<file path="config.mk">
export PLATFORM = sky130hd
export DESIGN_NAME = ps2_host_xcvr
export DESIGN_NICKNAME = d
export VERILOG_FILES = /design/src/rtl/ps2_host_xcvr.sv
export SDC_FILE = /design/constraint.sdc
export NUM_CORES = 1
export LEC_CHECK = 0
export ABC_AREA = 1
export ABC_CLOCK_PERIOD_IN_PS = 3600
export CAP_MARGIN = 0
export CELL_PAD_IN_SITES_DETAIL_PLACEMENT = 1
export CELL_PAD_IN_SITES_GLOBAL_PLACEMENT = 1
export CORE_AREA = 5 5 172 174
export CTS_CLUSTER_SIZE = 25
export DETAILED_ROUTE_END_ITERATION = 12
export DIE_AREA = 0 0 177 179
export DONT_BUFFER_PORTS = 1
export GPL_TIMING_DRIVEN = 0
export HOLD_SLACK_MARGIN = 0.06
export PLACE_DENSITY = 0.54
export REMOVE_ABC_BUFFERS = 1
export SLEW_MARGIN = 25
export SYNTH_ARGS = -nofsm -noshare
export SYNTH_HDL_FRONTEND = slang
export SYNTH_SLANG_ARGS = --single-unit
</file>
<file path="constraint.sdc">
create_clock -name clk -period 3.6 [get_ports clk]
set_clock_uncertainty 0.15 [all_clocks]
set_input_delay 0.18 -clock clk [delete_from_list [all_inputs] [get_ports clk]]
set_output_delay 0.18 -clock clk [all_outputs]
set_load 0.02 [all_outputs]
</file>
<file path="src/rtl/ps2_host_xcvr.sv">
module ps2_host_xcvr #(
  parameter int CLK_HZ     = 50_000_000,
  parameter int REQ_US     = 128,
  parameter int POLL_US    = 2,
  parameter int POLL_MAX   = 50,
  parameter int RECOVER_US = 1000,
  parameter int WDOG_US    = 163_000,
  parameter int FIFO_DEPTH = 8
) (
  input  logic       clk,
  input  logic       rst_n,
  input  logic       ps2_clk_in,
  input  logic       ps2_dat_in,
  output logic       ps2_clk_o,
  output logic       ps2_dat_o,
  input  logic [7:0] tx_data,
  input  logic       tx_start,
  output logic       busy,
  output logic       tx_done,
  output logic       err_pulse,
  output logic [1:0] err_code,
  output logic       rx_valid,
  output logic [7:0] rx_data,
  input  logic       rx_pop,
  output logic       rx_overflow
);
  localparam int CPU      = CLK_HZ / 1_000_000;
  localparam int REQ_CYC  = CPU * REQ_US;
  localparam int POLL_CYC = CPU * POLL_US;
  localparam int REC_CYC  = CPU * RECOVER_US;
  localparam int WD_CYC   = CPU * WDOG_US;
  localparam int T1       = (REQ_CYC > POLL_CYC) ? REQ_CYC : POLL_CYC;
  localparam int TMAX     = (T1 > REC_CYC) ? T1 : REC_CYC;
  localparam int TW       = $clog2(TMAX + 1);
  localparam int WW       = $clog2(WD_CYC + 1);
  localparam int PW       = $clog2(POLL_MAX + 1);
  localparam int AW       = $clog2(FIFO_DEPTH);
  localparam int CW       = $clog2(FIFO_DEPTH + 1);

  localparam logic [TW-1:0] REQ_LD    = TW'(REQ_CYC - 1);
  localparam logic [TW-1:0] POLL_LD   = TW'(POLL_CYC - 1);
  localparam logic [TW-1:0] REC_LD    = TW'(REC_CYC - 1);
  localparam logic [WW-1:0] WD_LD     = WW'(WD_CYC - 1);
  localparam logic [PW-1:0] POLL_LAST = PW'(POLL_MAX - 1);
  localparam logic [AW-1:0] PTR_LAST  = AW'(FIFO_DEPTH - 1);

  localparam logic [1:0] E_START = 2'd0;
  localparam logic [1:0] E_PAR   = 2'd1;
  localparam logic [1:0] E_FRAME = 2'd2;
  localparam logic [1:0] E_TIME  = 2'd3;

  typedef enum logic [3:0] {
    IDLE, RX_DATA, RX_PAR, RX_STOP,
    TX_REQ, TX_DATA, TX_PAR, TX_STOP, TX_ACK, TX_END,
    RECOVER
  } st_t;

  st_t           st;
  logic [2:0]    cs;
  logic [1:0]    ds;
  logic [TW-1:0] tmr;
  logic [WW-1:0] wd;
  logic [PW-1:0] pcnt;
  logic [2:0]    bcnt;
  logic [7:0]    rx_sh, tx_sh;
  logic          tx_par;
  logic          fail;
  logic [1:0]    ecode;

  wire fall       = cs[2] & ~cs[1];
  wire din        = ds[1];
  wire lines_high = cs[1] & ds[1];
  wire wd_on      = (st == TX_REQ) || (st == TX_DATA) || (st == TX_PAR) ||
                    (st == TX_STOP) || (st == TX_ACK) || (st == TX_END);

  assign busy      = (st != IDLE);
  assign ps2_clk_o = !((st == TX_REQ) || (st == RECOVER));

  always_ff @(posedge clk or negedge rst_n) begin
    if (!rst_n) begin
      cs <= 3'b111;
      ds <= 2'b11;
    end else begin
      cs <= {cs[1:0], ps2_clk_in};
      ds <= {ds[0], ps2_dat_in};
    end
  end

  always_comb begin
    fail  = 1'b0;
    ecode = E_TIME;
    case (st)
      IDLE:    if (!tx_start && fall && din) begin fail = 1'b1; ecode = E_START; end
      RX_PAR:  if (fall && !(^{rx_sh, din})) begin fail = 1'b1; ecode = E_PAR; end
      RX_STOP: if (fall && !din) begin fail = 1'b1; ecode = E_FRAME; end
      TX_ACK:  if (fall && din) begin fail = 1'b1; ecode = E_FRAME; end
      TX_END:  if (tmr == '0 && !lines_high && pcnt == POLL_LAST) fail = 1'b1;
      default: ;
    endcase
    if (wd_on && wd == '0) begin
      fail  = 1'b1;
      ecode = E_TIME;
    end
  end

  always_ff @(posedge clk or negedge rst_n) begin
    if (!rst_n) begin
      st        <= RECOVER;
      tmr       <= REC_LD;
      wd        <= WD_LD;
      pcnt      <= '0;
      bcnt      <= '0;
      rx_sh     <= '0;
      tx_sh     <= '0;
      tx_par    <= 1'b0;
      ps2_dat_o <= 1'b1;
      tx_done   <= 1'b0;
      err_pulse <= 1'b0;
      err_code  <= E_START;
    end else begin
      tx_done   <= 1'b0;
      err_pulse <= fail;
      if (fail) err_code <= ecode;

      if (st == IDLE) wd <= WD_LD;
      else if (wd_on && wd != '0) wd <= wd - 1'b1;

      if (fail) begin
        st        <= RECOVER;
        tmr       <= REC_LD;
        ps2_dat_o <= 1'b1;
      end else begin
        case (st)
          IDLE: begin
            if (tx_start) begin
              st     <= TX_REQ;
              tmr    <= REQ_LD;
              tx_sh  <= tx_data;
              tx_par <= ~^tx_data;
            end else if (fall) begin
              st   <= RX_DATA;
              bcnt <= '0;
            end
          end
          RX_DATA: if (fall) begin
            rx_sh <= {din, rx_sh[7:1]};
            bcnt  <= bcnt + 3'd1;
            if (bcnt == 3'd7) st <= RX_PAR;
          end
          RX_PAR:  if (fall) st <= RX_STOP;
          RX_STOP: if (fall) st <= IDLE;
          TX_REQ: begin
            if (tmr == '0) begin
              ps2_dat_o <= 1'b0;
              bcnt      <= '0;
              st        <= TX_DATA;
            end else tmr <= tmr - 1'b1;
          end
          TX_DATA: if (fall) begin
            ps2_dat_o <= tx_sh[0];
            tx_sh     <= tx_sh >> 1;
            bcnt      <= bcnt + 3'd1;
            if (bcnt == 3'd7) st <= TX_PAR;
          end
          TX_PAR: if (fall) begin
            ps2_dat_o <= tx_par;
            st        <= TX_STOP;
          end
          TX_STOP: if (fall) begin
            ps2_dat_o <= 1'b1;
            st        <= TX_ACK;
          end
          TX_ACK: if (fall) begin
            st   <= TX_END;
            tmr  <= POLL_LD;
            pcnt <= '0;
          end
          TX_END: begin
            if (tmr == '0) begin
              if (lines_high) begin
                st      <= IDLE;
                tx_done <= 1'b1;
              end else begin
                pcnt <= pcnt + 1'b1;
                tmr  <= POLL_LD;
              end
            end else tmr <= tmr - 1'b1;
          end
          RECOVER: begin
            if (tmr == '0) st <= IDLE;
            else tmr <= tmr - 1'b1;
          end
          default: st <= RECOVER;
        endcase
      end
    end
  end

  logic [7:0]    mem [FIFO_DEPTH];
  logic [AW-1:0] wp, rp;
  logic [CW-1:0] cnt;

  wire push    = (st == RX_STOP) && fall && din;
  wire full    = (cnt == CW'(FIFO_DEPTH));
  wire do_push = push && !full;
  wire do_pop  = rx_pop && rx_valid;

  assign rx_valid = (cnt != '0);
  assign rx_data  = mem[rp];

  always_ff @(posedge clk) begin
    if (do_push) mem[wp] <= rx_sh;
  end

  always_ff @(posedge clk or negedge rst_n) begin
    if (!rst_n) begin
      wp          <= '0;
      rp          <= '0;
      cnt         <= '0;
      rx_overflow <= 1'b0;
    end else begin
      if (do_push) wp <= (wp == PTR_LAST) ? '0 : wp + 1'b1;
      if (do_pop)  rp <= (rp == PTR_LAST) ? '0 : rp + 1'b1;
      cnt <= cnt + CW'(do_push) - CW'(do_pop);
      if (push && full) rx_overflow <= 1'b1;
    end
  end

  assert_fifo_bound_R5: assert property (@(posedge clk) disable iff (!rst_n)
    cnt <= CW'(FIFO_DEPTH));
  assert_overflow_sticky_R5: assert property (@(posedge clk) disable iff (!rst_n)
    rx_overflow |=> rx_overflow);
  assert_err_one_cycle_R11: assert property (@(posedge clk) disable iff (!rst_n)
    err_pulse |=> !err_pulse);
  assert_err_inhibits_R11: assert property (@(posedge clk) disable iff (!rst_n)
    err_pulse |-> (!ps2_clk_o && ps2_dat_o));
  assert_done_idle_R9: assert property (@(posedge clk) disable iff (!rst_n)
    tx_done |-> (!busy && ps2_dat_o && ps2_clk_o));
  assert_rx_releases_R2: assert property (@(posedge clk) disable iff (!rst_n)
    (st == RX_DATA || st == RX_PAR || st == RX_STOP) |-> ps2_dat_o);
  assert_req_from_idle_R12: assert property (@(posedge clk) disable iff (!rst_n)
    (st != IDLE && st != TX_REQ) |=> (st != TX_REQ));
endmodule

</file>
==> key figures, run 1 <==
Outcome
  – Run status: finished clean

Route
  – Wirelength, routed: 19600 µm
  – Vias per cell: 4.60
  – Drt first pass iters: 4
  – Via count: 5909
  – DRT antenna net count: 0
  – Drc violations: 0
  – DR WL/cell: 15.3 µm
  – Iteration-0 DRC Markers: 203

STA
  – Relative slew margins: 41.4%
  – Worst-Margin Slew: 0.874 ns
  – Minimum clock period: 3.08 ns
  – WHS: 0.0815 ns
  – Final slew viol count: 0
  – Final period utilization: 85.5%
  – Fmax: 325 MHz
  – Final setup fails: 0
  – Setup TNS Final: 0 ns
  – Final WS setup: 0.523 ns
  – Unrepaired setup endpoints after global routing: false
  – Hold Violations, Final: 0

Worst hold path
  – Hold depth: 4
  – Hold EP: tx_par
  – Worst min path class: in -> reg
  – Start point of the worst hold path: tx_data[7]

Synthesis
  – Synthesized flop and latch total: 154
  – Syn Inst Count: 879
  – Count of different cell masters after synthesis: 54
  – Register area share after synthesis: 53.0%
  – Cell area after synthesis: 0.00796 mm²
  – Post-synth top flop: edfxtp_1
  – Mean post-synth cell area: 9.05 µm²
  – Post-synth EDFFs: 64
  – YS warnings: 0
  – FFs w/ async S/R, synth: 58.4%

Clocking
  – Clock buffer depth: 2
  – Total CTS buffers: 17
  – TritonCTS clock tree: done
  – CTS HTree Levels: 4
  – Clock Sinks: 154
  – Clock-pin slew of the registers on the worst-case setup and hold paths: 0.07 ns
  – Worst-Skew Late Latency: 0.42 ns
  – Root Driver: clkbuf_16

Die
  – Chip height: 179 µm
  – # IOs: 31
  – Die span in x: 177 µm
  – DIE AREA: 0.0317 mm²
  – Row cnt: 61
  – Placeable Area: 0.0276 mm²
  – Starting density of the core: 28.8%

Worst setup path
  – Slowest cell on the critical path: dfrtp_1
  – R2R setup slack: 0.52 ns
  – Worst Path Arrival: 3.22 ns
  – FF-to-FF path depth: 10
  – Reg2reg end: tmr[13]
  – WS Path Type: reg -> reg
  – Critical-path cell list: nor2_2, inv_2, nor2_4, inv_2, nand2_1, nand4_1, nor2_2, inv_2, a21oi_1, nor2_1
  – CP startpoint kind: register
  – Critical Path RT: 3.75 ns
  – Crit path capture type: register
  – CP peak stage delay: 0.48 ns
  – Reg2reg start: st[0]
  – Worst-path fanout max: 17
  – CP most frequent cell: inv_2

Global route
  – Initial antenna violation count: 0
  – Number of global-route vias before repair: 6289
  – Largest net degree at the start of global routing: 91
  – Overall Global Routing Usage: 13.1%
  – Global-route wire length before repair: 33200 µm
  – GRT overflow: 0

Layout
  – Cell area after layout: 0.00918 mm²
  – NumNets Final: 926
  – Synth-to-layout area growth: 15.3%
  – # fillers: 3213
  – Layout cell share with drive strength beyond 1: 14.4%
  – Finished Layout Cells: 1285
  – Ant diodes: 0

Placed design
  – Routability cong.: 0.798
  – Port buffer count: 0
  – Post-DP HPWL: 13600 µm
  – DP Area: 0.00836 mm²
  – Post-placement cell count: 1239
  – Pre-CTS setup slack: 0.498 ns

Pwr
  – Lkg Pwr: 3.80 nW
  – Power per standard cell area: 505 mW/mm²
  – Peak supply drop: 0.000276 V

Job
  – Max-cap violations: 0
metrics by stage:
step                utilization (%)  total power [mW]
finish                         33.2              4.63
detailed placement             30.3              2.64
global route                   33.2              4.86
CTS                            33.2              4.71
global placement               30.2              2.62
floorplan                         -              2.44
power by group:
group	switching (mW)	internal [mW]	total (mW)
clock	0.810	1.19	2.00
combinational	0.444	0.205	0.649
sequential	0.112	1.87	1.98
total	1.37	3.26	4.63
synthesized netlist by cell type (2+ instances only):
cell type  instances  area (µm²)
nor2_4             8        90.1
nand2_2            5        31.3
inv_2             10        37.5
nor2_1           140         526
a21oi_1           20         100
o21ai_2            8        70.1
clkbuf_1          11        41.3
nand3_1           44         220
o211ai_1           4        30.0
nand3_2            2        20.0
nand3b_1           2        15.0
a31oi_1           12        75.1
buf_4              2        15.0
nor3_1            13        65.1
xor2_1            17         149
inv_1             77         289
o21ai_0           69         345
nor4_1             4        25.0
nand4_1           15        93.8
edfxtp_1          64        1920
mux2i_1            8        80.1
nand2_1          169         634
or2_0              2        12.5
nor3_2             2        20.0
dfrtp_1           56        1400
or2_2              2        12.5
nand2_4            4        45.0
o21ai_1            8        40.0
xnor2_1           10        87.6
ha_1              17         213
buf_6              3        33.8
o22ai_1            9        56.3
nor2_2             7        43.8
nand4_4            2        42.5
dfstp_2           34         893
cell type report:
type                    instances  area [µm²]  area share, %
multi-input cells             618        3330           36.3
well taps                     378         473           5.15
inverters                      89         340           3.71
clock inverters                15         226           2.47
flip-flops and latches        154        4220           46.0
clock buffers                  17         425           4.64
repair buffers                 14         158           1.72
placed cells by master, fill, tap and decap left out, types with 10 or more instances in the layout:
| master | count |
|---|---|
| nand4_1 | 15 |
| o21ai_0 | 69 |
| xor2_1 | 17 |
| nor2_1 | 140 |
| nand2_1 | 169 |
| dlygate4sd3_1 | 13 |
| dfstp_2 | 34 |
| inv_1 | 76 |
| dfrtp_1 | 55 |
| nand3_1 | 44 |
| xnor2_1 | 10 |
| edfxtp_1 | 64 |
| ha_1 | 17 |
| inv_2 | 10 |
| clkbuf_16 | 17 |
| a21oi_1 | 20 |
| a31oi_1 | 12 |
logic make-up after synthesis:
| family | Yosys count | share of synthesized area (%) |
|---|---|---|
| fa+ha+maj | 18 | 2.92 |
| compound gates | 139 | 10.0 |
| xor+xnor | 27 | 2.97 |
| flops | 154 | 53.0 |
| buf+inv | 107 | 5.47 |
| mux | 8 | 1.01 |
| simple gates | 426 | 24.6 |
how the worst max path moves through the flow:
stage / slack (ns) / start / depth (start not counted) / endpoint
global placement: 0.09 / cs[2] / 10 / mem[2][2]
global route: 0.24 / rp[0] / 5 / rx_data[7]
detailed placement: 0.50 / cs[2] / 10 / mem[0][1]
finish: 0.52 / st[0] / 10 / tmr[13]
floorplan: 1.07 / cs[2] / 10 / mem[1][0]
CTS: 0.36 / rp[0] / 5 / rx_data[1]
registers in the layout, indices dropped and copies added (netlist names):
signal	cells
bcnt	3
cnt	4
cs	3
ds	2
err_code	2
err_pulse	1
mem	64
pcnt	6
ps2_dat_o	1
rp	3
rx_overflow	1
rx_sh	8
st	4
tmr	16
tx_done	1
tx_par	1
tx_sh	8
wd	23
wp	3
what timing repair did:
item                                    in CTS  in global routing
hold buffers                                14                  0
setup buffers                                0                  0
hold endpoints to repair                   105                  0
endpoints found under the setup margin       0                  8
gates resized for setup                      0                  1
worst max-delay path, delay by kind of cell, from the launching register on:
| kind | cells | cell delay (ns) |
|---|---|---|
| compound gates | 1 | 0.19 |
| simple gates | 6 | 1.40 |
| buf+inv | 3 | 0.72 |
| flops | 1 | 0.48 |
layer usage:
| layer | share of wire [%] | track usage (%) | routed length, µm | vias to the layer above |
|---|---|---|---|---|
| met5 | 0 | 0 | 0 | - |
| met2 | 46 | 21.6 | 9130 | 47 |
| met4 | 0.89 | 3.19 | 175 | 0 |
| met3 | 2.5 | 2.55 | 482 | 9 |
| met1 | 50 | 17.8 | 9860 | 2887 |
| li1 | - | - | - | 2966 |
Power figures use the tool's default switching activity.
==> run 2: changes to the inputs <==
--- a/config.mk
+++ b/config.mk
@@ -6,7 +6,7 @@
 export NUM_CORES = 1
 export LEC_CHECK = 0
 export ABC_AREA = 1
-export ABC_CLOCK_PERIOD_IN_PS = 3600
+export ABC_CLOCK_PERIOD_IN_PS = 3100
 export CAP_MARGIN = 0
 export CELL_PAD_IN_SITES_DETAIL_PLACEMENT = 1
 export CELL_PAD_IN_SITES_GLOBAL_PLACEMENT = 1
==> constraint.sdc (replaced) <==
create_clock -name clk -period 3.1 [get_ports clk]
set_clock_uncertainty 0.15 [all_clocks]
set_input_delay 0.155 -clock clk [delete_from_list [all_inputs] [get_ports clk]]
set_output_delay 0.155 -clock clk [all_outputs]
set_load 0.02 [all_outputs]
==> key figures, run 2 (synthesis gave the netlist of run 1 again) <==
Layout
  – Largest regs: mem (64), wd (23), tmr (16) (unchanged)
  – Synth-to-layout area growth: 16.1% (was 15.3%)
  – Fin util: 33.4% (was 33.2%)
  – Ant diodes: 0 (unchanged)
  – Finished Layout Cells: 1289 (was 1285)
  – Commonest non-fill, non-tap cell in the layout: nand2_1 (unchanged)
  – Layout cell share with drive strength beyond 1: 14.9% (was 14.4%)
  – NumNets Final: 930 (was 926)
  – Leading cell types in the layout, fill and taps excluded: 169 x nand2_1, 139 x nor2_1, 76 x inv_1 (was 169 x nand2_1, 140 x nor2_1, 76 x inv_1)
  – Most flops, register: mem (unchanged)
  – Max reg flops: 64 (unchanged)

STA
  – Final period utilization: 96.4% (was 85.5%)
  – Unrepaired setup endpoints after global routing: true (was false)
  – Final WS setup: 0.111 ns (was 0.523 ns)
  – Relative slew margins: 43.4% (was 41.4%)
  – Final slew viol count: 0 (unchanged)
  – Worst-Margin Slew: 0.845 ns (was 0.874 ns)
  – Minimum clock period: 2.99 ns (was 3.08 ns)
  – Fmax: 335 MHz (was 325 MHz)
  – Hold Violations, Final: 0 (unchanged)
  – Final setup fails: 0 (unchanged)
  – Setup TNS Final: 0 ns (unchanged)

Clocking
  – Clock buffer depth: 2 (unchanged)
  – Clock Sinks: 154 (unchanged)
  – Worst-Skew Late Latency: 0.42 ns (about the same)
  – CTS HTree Levels: 4 (unchanged)
  – Clock-pin slew of the registers on the worst-case setup and hold paths: 0.07 ns (about the same)
  – TritonCTS clock tree: done (unchanged)
  – Root Driver: clkbuf_16 (unchanged)
  – Total CTS buffers: 17 (unchanged)

Route
  – DRT antenna net count: 0 (unchanged)
  – Vias per cell: 4.62 (was 4.60)
  – Drt first pass iters: 4 (unchanged)
  – Wirelength, routed: 19700 µm (was 19600 µm)
  – DR WL/cell: 15.3 µm (about the same)
  – Drc violations: 0 (unchanged)
  – Iteration-0 DRC Markers: 178 (was 203)
  – Via count: 5953 (was 5909)

Job
  – Max-cap violations: 0 (unchanged)

Worst setup path
  – CP startpoint kind: register (unchanged)
  – Critical Path RT: 3.00 ns (was 3.75 ns)
  – Worst Path Arrival: 2.89 ns (was 3.22 ns)
  – Worst-path fanout max: 8 (was 17)
  – WS Path Type: reg -> reg (unchanged)
  – Crit path capture type: register (unchanged)

Global route
  – Overall Global Routing Usage: 13.1% (about the same)
  – Global-route wire length before repair: 33100 µm (was 33200 µm)
  – GRT overflow: 0 (unchanged)
  – Largest net degree at the start of global routing: 91 (unchanged)
  – Number of global-route vias before repair: 6290 (was 6289)
  – Initial antenna violation count: 0 (unchanged)

Die
  – DIE AREA: 0.0317 mm² (unchanged)
  – Chip height: 179 µm (unchanged)
  – Starting density of the core: 28.8% (unchanged)
  – Placeable Area: 0.0276 mm² (unchanged)
  – Row cnt: 61 (unchanged)
  – # IOs: 31 (unchanged)
  – Die span in x: 177 µm (unchanged)

Pwr
  – Peak supply drop: 0.000324 V (was 0.000276 V)
  – Power per standard cell area: 583 mW/mm² (was 505 mW/mm²)
  – Lkg Pwr: 3.84 nW (was 3.80 nW)

Outcome
  – Run status: finished clean (unchanged)

Placed design
  – Port buffer count: 0 (unchanged)
  – Post-DP HPWL: 13600 µm (unchanged)
  – Routability cong.: 0.798 (unchanged)
  – Pre-CTS setup slack: -0.00227 ns (was 0.498 ns)
  – Post-placement cell count: 1239 (unchanged)

Worst hold path
  – Worst min path class: in -> reg (unchanged)
-- run 2: cell types whose count changed in the layout (fill, tap and decap cells not counted) --
cell and change:
nor2_4 +1, dfrtp_2 -1, dfrtp_4 +1, nor2_1 -1
nor3_4 +3, nor3_2 -3, buf_4 +4
-- run 2: final cells by class --
| cell class | count | area, µm² |
|---|---|---|
| Tap cell | 378 | 473 |
| Inverter | 89 | 340 |
| Clock inverter | 15 | 226 |
| Multi-Input combinational cell | 618 | 3360 |
| Fill cell | 3214 | 18400 |
| Sequential cell | 154 | 4220 |
| Timing Repair Buffer | 18 | 188 |
| Clock buffer | 17 | 425 |
-- run 2: critical path, stage by stage (launching register included) --
cell and delay (ns):
dfstp_2 0.51, inv_1 0.04, nor2_2 0.22, inv_1 0.20, nor2_1 0.12, inv_1 0.07, nor2_1 0.19, nand2_1 0.15
inv_1 0.15, nand2_1 0.16, nor3_2 0.67
-- run 2: path summary, 6_finish.rpt --
| kind | slack [ns] | from | depth (start not counted) | endpoint |
|---|---|---|---|---|
| worst max-delay path | 0.11 | cs[2] | 10 | mem[2][4] |
| worst min-delay path | 0.08 | tx_start | 2 | tmr[3] |
| worst max register to register | 0.11 | cs[2] | 10 | mem[2][4] |
| worst min register to register | 0.22 | ds[0] | 0 | ds[1] |
| max in group asynchronous | 2.23 | rst_n | 2 | rp[0] |
| min in group asynchronous | 0.14 | rst_n | 2 | tmr[5] |
-- run 2: report_power, final --
group / switching [mW] / internal [mW]
clock network: 0.942 / 1.38
logic: 0.515 / 0.239
registers: 0.130 / 2.17
-- run 2: timing repair --
item / 4_1_cts / 5_1_grt
hold buffers: 14 / 0
endpoints found under the setup margin: 25 / 65
pin swaps: 0 / 1
setup buffers: 0 / 4
endpoints found under the hold margin: 106 / 0
resized for setup: 3 / 4
-- run 2: metal layers --
layer	GRT usage (%)	part of all wire [%]	wire length, µm
met5	0	0	0
met4	3.19	0.92	182
met3	2.49	2.4	482
met2	21.7	47	9190
met1	17.7	50	9840
-- run 2: per-stage QoR --
| stage | power (mW) | instance area, µm² | hold slack (ns) |
|---|---|---|---|
| 6_report | 5.38 | 9230 | 0.0751 |
| 5_1_grt | 5.66 | 9230 | 0.0881 |
| 4_1_cts | 5.48 | 9180 | 0.0612 |
| 3_5_place_dp | 3.07 | 8360 | -0.286 |
| 3_3_place_gp | 3.04 | 8330 | -0.287 |
| 2_1_floorplan | 2.83 | 7860 | -0.291 |
